--- src/rtl/dbg_bkpt_pkg.sv ---
// Shared encodings for the breakpoint match unit.
// Assumes: access kind and type field are two bits wide.
package dbg_bkpt_pkg;

    typedef enum logic [1:0] {
        ACC_IDLE  = 2'b00,
        ACC_FETCH = 2'b01,
        ACC_READ  = 2'b10,
        ACC_WRITE = 2'b11
    } acc_kind_e;

    typedef enum logic [1:0] {
        BT_EXEC = 2'b00,
        BT_WR   = 2'b01,
        BT_RSVD = 2'b10,
        BT_RDWR = 2'b11
    } bp_type_e;

    // Control word field positions
    localparam int CTRL_TYPE_BASE = 16;

    // Register selector codes beyond the address registers
    localparam int SEL_CTRL_OFS = 0;
    localparam int SEL_STAT_OFS = 1;

endpackage

--- src/rtl/dbg_bkpt_regs.sv ---
// Breakpoint configuration registers: one address per breakpoint plus the
// enable pairs and type fields unpacked from the control word.
// Assumes: NUM_BP <= 8 so the type fields fit above bit 16 of the word.
module dbg_bkpt_regs
    import dbg_bkpt_pkg::*;
#(
    parameter int NUM_BP = 4,
    parameter int AW     = 32,
    parameter int SELW   = 3
) (
    input  logic                          clk,
    input  logic                          rst_n,
    input  logic                          wr_en,
    input  logic [SELW-1:0]               wr_sel,
    input  logic [AW-1:0]                 wr_data,
    output logic [NUM_BP-1:0][AW-1:0]     bp_addr,
    output logic [NUM_BP-1:0]             bp_en,
    output logic [NUM_BP-1:0][1:0]        bp_type
);

    localparam logic [SELW-1:0] SEL_CTRL = SELW'(NUM_BP + SEL_CTRL_OFS);

    logic [NUM_BP-1:0] en_task_q;
    logic [NUM_BP-1:0] en_glob_q;
    logic              ctrl_wr;

    assign ctrl_wr = wr_en && (wr_sel == SEL_CTRL);

    genvar n;
    generate
        for (n = 0; n < NUM_BP; n++) begin : g_bp
            // Address register n loads on its own selector code
            always_ff @(posedge clk) begin
                if (!rst_n)
                    bp_addr[n] <= '0;
                else if (wr_en && (wr_sel == SELW'(n)))
                    bp_addr[n] <= wr_data;
            end

            // Enable pair and type field n load from the control word
            always_ff @(posedge clk) begin
                if (!rst_n) begin
                    en_task_q[n] <= 1'b0;
                    en_glob_q[n] <= 1'b0;
                    bp_type[n]   <= BT_EXEC;
                end else if (ctrl_wr) begin
                    en_task_q[n] <= wr_data[2*n];
                    en_glob_q[n] <= wr_data[2*n+1];
                    bp_type[n]   <= wr_data[CTRL_TYPE_BASE+2*n +: 2];
                end
            end

            // A breakpoint is live if either scope enables it
            assign bp_en[n] = en_task_q[n] | en_glob_q[n];

            // an address write is visible on the next cycle
            p_addr_load_r1: assert property (@(posedge clk) disable iff (!rst_n)
                (wr_en && wr_sel == SELW'(n)) |=> (bp_addr[n] == $past(wr_data)));
        end
    endgenerate

    // a control write with both enable bits of breakpoint 0 clear leaves it off
    p_ctrl_off_r2: assert property (@(posedge clk) disable iff (!rst_n)
        (ctrl_wr && wr_data[1:0] == 2'b00) |=> !bp_en[0]);

endmodule

--- src/rtl/dbg_bkpt_cmp.sv ---
// Single breakpoint comparator: decides whether the presented access is of
// the kind the type field selects and hits the stored address exactly.
// Assumes: byte-granular match, no length masking.
module dbg_bkpt_cmp
    import dbg_bkpt_pkg::*;
#(
    parameter int AW = 32
) (
    input  acc_kind_e      acc_kind,
    input  logic [AW-1:0]  acc_addr,
    input  logic [AW-1:0]  bp_addr,
    input  logic [1:0]     bp_type,
    output logic           hit
);

    logic kind_ok;

    // Type field selects which access kinds are eligible
    always_comb begin
        unique case (bp_type_e'(bp_type))
            BT_EXEC: kind_ok = (acc_kind == ACC_FETCH);
            BT_WR:   kind_ok = (acc_kind == ACC_WRITE);
            BT_RDWR: kind_ok = (acc_kind == ACC_READ) || (acc_kind == ACC_WRITE);
            default: kind_ok = 1'b0;
        endcase
    end

    // Eligible kind plus identical address is a hit
    assign hit = kind_ok && (acc_addr == bp_addr);

endmodule

--- src/rtl/dbg_bkpt_status.sv ---
// Hit qualification, sticky status vector and registered fault/trap pulses.
// Assumes: hit and enable vectors are combinational from the current cycle.
module dbg_bkpt_status
    import dbg_bkpt_pkg::*;
#(
    parameter int NUM_BP = 4,
    parameter int AW     = 32,
    parameter int SELW   = 3
) (
    input  logic                 clk,
    input  logic                 rst_n,
    input  acc_kind_e            acc_kind,
    input  logic [NUM_BP-1:0]    hit,
    input  logic [NUM_BP-1:0]    bp_en,
    input  logic                 intn_i,
    input  logic                 smi_i,
    input  logic                 wr_en,
    input  logic [SELW-1:0]      wr_sel,
    input  logic [AW-1:0]        wr_data,
    output logic [NUM_BP-1:0]    status_o,
    output logic                 ifault_o,
    output logic                 dtrap_o
);

    localparam logic [SELW-1:0]   SEL_STAT = SELW'(NUM_BP + SEL_STAT_OFS);
    localparam logic [NUM_BP-1:0] ONE      = NUM_BP'(1);

    logic              is_fetch;
    logic              is_data;
    logic              data_drop;
    logic              stat_wr;
    logic [NUM_BP-1:0] live_hit;
    logic [NUM_BP-1:0] set_vec;
    logic [NUM_BP-1:0] stat_next;

    assign is_fetch  = (acc_kind == ACC_FETCH);
    assign is_data   = (acc_kind == ACC_READ) || (acc_kind == ACC_WRITE);
    assign data_drop = smi_i && is_data;
    assign stat_wr   = wr_en && (wr_sel == SEL_STAT);
    assign live_hit  = hit & bp_en;

    genvar n;
    generate
        for (n = 0; n < NUM_BP; n++) begin : g_set
            // Hit counts if own enable or any other breakpoint is live
            assign set_vec[n] = hit[n] && !data_drop &&
                                (bp_en[n] || (|(bp_en & ~(ONE << n))));
        end
    endgenerate

    // Next status: interrupt clear wins, then software write, then accumulate
    always_comb begin
        if (intn_i)
            stat_next = '0;
        else if (stat_wr)
            stat_next = wr_data[NUM_BP-1:0] | set_vec;
        else
            stat_next = status_o | set_vec;
    end

    // Status register
    always_ff @(posedge clk) begin
        if (!rst_n)
            status_o <= '0;
        else
            status_o <= stat_next;
    end

    // Fault and trap pulses one cycle after the access
    always_ff @(posedge clk) begin
        if (!rst_n) begin
            ifault_o <= 1'b0;
            dtrap_o  <= 1'b0;
        end else begin
            ifault_o <= is_fetch && (|live_hit);
            dtrap_o  <= is_data && !smi_i && (|live_hit);
        end
    end

    // interrupt instruction empties the status vector
    p_intn_clear_r8: assert property (@(posedge clk) disable iff (!rst_n)
        intn_i |=> (status_o == '0));

    // no trap follows a system-management interrupt
    p_smi_drop_r9: assert property (@(posedge clk) disable iff (!rst_n)
        smi_i |=> !dtrap_o);

    // without a clear or a status write, bits only accumulate
    p_sticky_r7: assert property (@(posedge clk) disable iff (!rst_n)
        (!intn_i && !stat_wr) |=> ((status_o & $past(status_o)) == $past(status_o)));

endmodule

--- src/rtl/dbg_bkpt_unit.sv ---
// Top of the breakpoint match unit: configuration registers, one comparator
// per breakpoint, and the status/pulse stage.
// Assumes: one access per cycle; address translation done upstream.
module dbg_bkpt_unit
    import dbg_bkpt_pkg::*;
#(
    parameter  int NUM_BP = 4,
    parameter  int AW     = 32,
    localparam int SELW   = $clog2(NUM_BP + 2)
) (
    input  logic                 clk,
    input  logic                 rst_n,
    input  logic [1:0]           acc_kind_i,
    input  logic [AW-1:0]        acc_addr_i,
    input  logic                 pf_i,
    input  logic                 intn_i,
    input  logic                 smi_i,
    input  logic                 wr_en_i,
    input  logic [SELW-1:0]      wr_sel_i,
    input  logic [AW-1:0]        wr_data_i,
    output logic [NUM_BP-1:0]    status_o,
    output logic                 ifault_o,
    output logic                 dtrap_o
);

    acc_kind_e                   kind;
    logic [NUM_BP-1:0][AW-1:0]   bp_addr;
    logic [NUM_BP-1:0]           bp_en;
    logic [NUM_BP-1:0][1:0]      bp_type;
    logic [NUM_BP-1:0]           hit;

    assign kind = acc_kind_e'(acc_kind_i);

    dbg_bkpt_regs #(.NUM_BP(NUM_BP), .AW(AW), .SELW(SELW)) u_regs (
        .clk     (clk),
        .rst_n   (rst_n),
        .wr_en   (wr_en_i),
        .wr_sel  (wr_sel_i),
        .wr_data (wr_data_i),
        .bp_addr (bp_addr),
        .bp_en   (bp_en),
        .bp_type (bp_type)
    );

    genvar n;
    generate
        for (n = 0; n < NUM_BP; n++) begin : g_cmp
            dbg_bkpt_cmp #(.AW(AW)) u_cmp (
                .acc_kind (kind),
                .acc_addr (acc_addr_i),
                .bp_addr  (bp_addr[n]),
                .bp_type  (bp_type[n]),
                .hit      (hit[n])
            );
        end
    endgenerate

    dbg_bkpt_status #(.NUM_BP(NUM_BP), .AW(AW), .SELW(SELW)) u_stat (
        .clk      (clk),
        .rst_n    (rst_n),
        .acc_kind (kind),
        .hit      (hit),
        .bp_en    (bp_en),
        .intn_i   (intn_i),
        .smi_i    (smi_i),
        .wr_en    (wr_en_i),
        .wr_sel   (wr_sel_i),
        .wr_data  (wr_data_i),
        .status_o (status_o),
        .ifault_o (ifault_o),
        .dtrap_o  (dtrap_o)
    );

    // a page-faulting fetch that hits no live breakpoint raises no fault
    p_dis_nofault_r6: assert property (@(posedge clk) disable iff (!rst_n)
        (kind == ACC_FETCH && pf_i && !(|(hit & bp_en))) |=> !ifault_o);

    // a fault and a trap never pulse together
    p_excl_r3: assert property (@(posedge clk) disable iff (!rst_n)
        $onehot0({ifault_o, dtrap_o}));

    // pulse outputs idle in the cycle after reset
    p_reset_idle_r10: assert property (@(posedge clk)
        !rst_n |=> (!ifault_o && !dtrap_o && status_o == '0));

endmodule

--- config.mk ---
export PLATFORM = sky130hd
export DESIGN_NAME = dbg_bkpt_unit
export DESIGN_NICKNAME = d
export VERILOG_FILES = /design/src/rtl/dbg_bkpt_pkg.sv /design/src/rtl/dbg_bkpt_regs.sv /design/src/rtl/dbg_bkpt_cmp.sv /design/src/rtl/dbg_bkpt_status.sv /design/src/rtl/dbg_bkpt_unit.sv
export SDC_FILE = /design/constraint.sdc
export NUM_CORES = 1
export LEC_CHECK = 0
export ABC_AREA = 1
export BUFFER_PORTS_ARGS = -buffer_cell sky130_fd_sc_hd__buf_2
export CAP_MARGIN = 20
export CORE_MARGIN = 1
export CORE_UTILIZATION = 54
export CTS_BUF_LIST = sky130_fd_sc_hd__clkbuf_8
export DETAILED_ROUTE_END_ITERATION = 8
export GPL_ROUTABILITY_DRIVEN = 0
export PLACE_DENSITY_LB_ADDON = 0.12
export SLEW_MARGIN = 20
export SYNTH_ARGS = -nofsm -noshare
export SYNTH_HDL_FRONTEND = slang
export SYNTH_SLANG_ARGS = --single-unit
export TNS_END_PERCENT = 1
--- constraint.sdc ---
create_clock -name clk -period 1.8 [get_ports clk]
set_clock_uncertainty 0.1 [all_clocks]
set_input_delay 0.54 -clock clk [delete_from_list [all_inputs] [get_ports clk]]
set_output_delay 0.54 -clock clk [all_outputs]
set_load 0.005 [all_outputs]
==> results.yml <==
outcome:
  status: "complete, no violations"
placement:
  pre_cts_slack_ns: -0.210
  place_hpwl_microns: 15200
  dp_cells: 1328
  io_buffers: 79
sta:
  tns_ns: 0
  fmax_mhz: 617
  period_minus_slack_ns: 1.62
  finalWorstSetupSlack_ns: 0.178
  hold_violations: 0
  finalSetupViolCount: 0
  slew_violations: 0
  whs_ns: 0.237
  worstMarginPinSlew_ns: 0.381
  rsz0062_at_grt: "false"
  relSlewSlack_pct: 74.3
  finalCritPeriodShare_pct: 90.1
floorplanning:
  die_h_microns: 117
  coreArea_sq_um: 12800
  die_area_sq_um: 13700
  fp.dieW_microns: 117
  io_pins: 81
  start_util_pct: 56.1
  rows: 41
setup_path:
  start_kind: "flip-flop"
  required_ns: 2.10
  worst_ep_arrival_time_ns: 1.92
  reg2reg_to: "u_stat.dtrap_o$_SDFF_PN0_"
  path_class: "reg2reg"
  r2r_slack_ns: 0.18
  cp-end-kind: "flip-flop"
  r2r_cells: 8
  reg2reg_from: "u_regs.bp_addr[116]$_SDFFE_PN0P_"
  cp_max_fo: 2
yosys:
  async_reset_ff_share_pct: 0
  synth_flop_cell: "dfxtp_1"
  yosys.area.top_type_share_pct: 41.9
  synth_cells: 1073
  synth.net_count: 1148
  synth-edff-count: 0
  ys_warn_count: 0
  postSynthAreaPerCell_sq_um: 6.68
  yosysUniqueCellTypes: 27
  synth_area_sq_um: 7170
  synth.yosys.seq_area_share_pct: 41.9
  synth_largest_area_cell: "dfxtp_1"
  synth-seq-cells: 150
  ys_top_cells_by_area: "dfxtp_1, o21ai_0, nor2_1"
clocking:
  cts_hold_buf: 0
  postCtsResizedCells: 0
  tritoncts: "built"
  ctsHtreeMaxLevel: 4
  clock_latency_ns: 0.46
  clk_pin_slew_worst_paths_ns: 0.08
  post-cts-setup-buffer-count: 0
  cts_buffers: 17
  cts_sinks: 150
  cts.root.buffer_cell: "clkbuf_8"
  cts_buffer_depth: 2
final_layout:
  antenna_cells: 0
  nNetsFinal: 1250
  regArea_sq_um: 3000
  fin_cells: 1359
  multiInputGateArea_sq_um: 3560
  area_growth_pct: 18.5
  fill_cells: 1154
  drive_above_1_share_pct: 16.1
drt:
  dr_total_vias: 7042
  post_drt_wl_per_cell_microns: 15.5
  dr.pass1.iters: 6
  wl_microns: 21100
  drtIter0Drc: 706
  antenna_left: 0
  drc: 0
  vias_per_cell: 5.18
pwr:
  power_mw: 7.10
  p_leak_nw: 3.67
  cellPowerDensity_nw_per_um2: 837
  max-vdd-ir-drop_uv: 716
hold_path:
  whs_endpoint: "u_stat.dtrap_o$_SDFF_PN0_"
  hold_path_class: "in2reg"
  min_from: "smi_i"
  hold_depth: 4
flow_run:
  max_cap_violations: 0
global_routing:
  grt_pass1_wl_microns: 33300
  antenna_found_initial: 1
  grt-ovfl-total: 0
  grt_pass1_vias: 6434
  grt_usage_pct: 33.3
  grt_max_degree: 46
## synth_stat cells, types with 4 or more instances
master      n
nor2_1    212
nand2_1   200
o21ai_0   161
dfxtp_1   150
inv_1      88
a21oi_1    81
clkbuf_1   35
xnor2_1    30
inv_2      25
xor2_1     19
nand3_1    17
o21ai_1     9
o22ai_1     9
buf_2       7
nand4_1     7
clkinv_1    4
mux2i_1     4
## state kept, by name (all words and copies together), names as in the netlist
signal	count
u_regs.bp_addr	128
u_regs.bp_type	8
u_regs.en_glob_q	4
u_regs.en_task_q	4
u_stat.status_o	4
u_stat.dtrap_o	1
u_stat.ifault_o	1
## final cells by class
class / instances / area share (%)
inverters: 117 / 5.17
clock buffers: 19 / 3.08
clock inverters: 12 / 1.62
repair buffers: 127 / 10.3
flip-flops and latches: 150 / 35.4
well taps: 172 / 2.53
multi-input cells: 762 / 42.0
## cells in the final DEF (no fill, tap or decap), types with 3 or more instances in the layout
cell	instances
buf_4	40
clkbuf_8	19
clkinv_2	4
xor2_1	19
inv_2	25
buf_2	78
a21oi_1	81
o21ai_0	161
o22ai_1	9
xnor2_1	30
nor2_1	211
inv_1	91
clkinv_1	4
o21ai_1	9
nand4_1	7
nand2_1	200
nor2_2	3
bufinv_16	3
nand3_1	15
buf_12	9
dfxtp_1	150
mux2i_1	4
## cells by family (layout without fill, tap and decap cells)
kind of cell	Yosys count	count (layout)	synth area share (%)
AND/OR/NAND/NOR	446	446	24.3
multiplexers	4	4	0.559
AO/OA/AOI/OAI	263	263	18.6
buffers and inverters	161	275	8.61
XOR/XNOR	49	49	5.99
flip-flops	150	150	41.9
## stage by stage
step / cell area (sq um) / util (%)
CTS: 8480 / 66.4
detailed placement: 8090 / 63.3
global placement: 8090 / 63.3
floorplan: 7170 / -
finish: 8490 / 66.5
global route: 8490 / 66.5
## how the worst max path moves through the flow
stage,start,end,slack (ns)
after global routing,u_regs.bp_addr[13]$_SDFFE_PN0P_,u_stat.ifault_o$_SDFF_PN0_,0.01
after CTS,u_regs.bp_addr[13]$_SDFFE_PN0P_,u_stat.dtrap_o$_SDFF_PN0_,0.18
after detailed placement,acc_addr_i[19],u_stat.dtrap_o$_SDFF_PN0_,-0.21
after global placement,acc_addr_i[19],u_stat.dtrap_o$_SDFF_PN0_,-0.19
final,u_regs.bp_addr[116]$_SDFFE_PN0P_,u_stat.dtrap_o$_SDFF_PN0_,0.18
after floorplan,acc_addr_i[19],u_stat.ifault_o$_SDFF_PN0_,0.23
## report_power, final
| part | total (mW) | leakage (nW) | switching, mW | internal [mW] |
|---|---|---|---|---|
| logic | 0.958 | 2.23 | 0.584 | 0.374 |
| registers | 3.50 | 1.22 | 0.0649 | 3.43 |
| clock network | 2.65 | 0.215 | 1.24 | 1.41 |
## metal layers
| metal | global-route usage, % | share of wire (%) |
|---|---|---|
| met5 | 0 | 0 |
| met1 | 45.2 | 46 |
| met4 | 13.3 | 2.6 |
| met3 | 7.16 | 7.5 |
| met2 | 51.4 | 44 |
## critical path, cell delays in order, from the launching register on
cell,delay [ns]
dfxtp_1,0.32
xor2_1,0.15
a21oi_1,0.26
nand3_1,0.20
nor2_2,0.24
nand3_1,0.10
nand2_1,0.07
nor2_1,0.06
nor2_1,0.08
(Power assumes the default switching activity.)
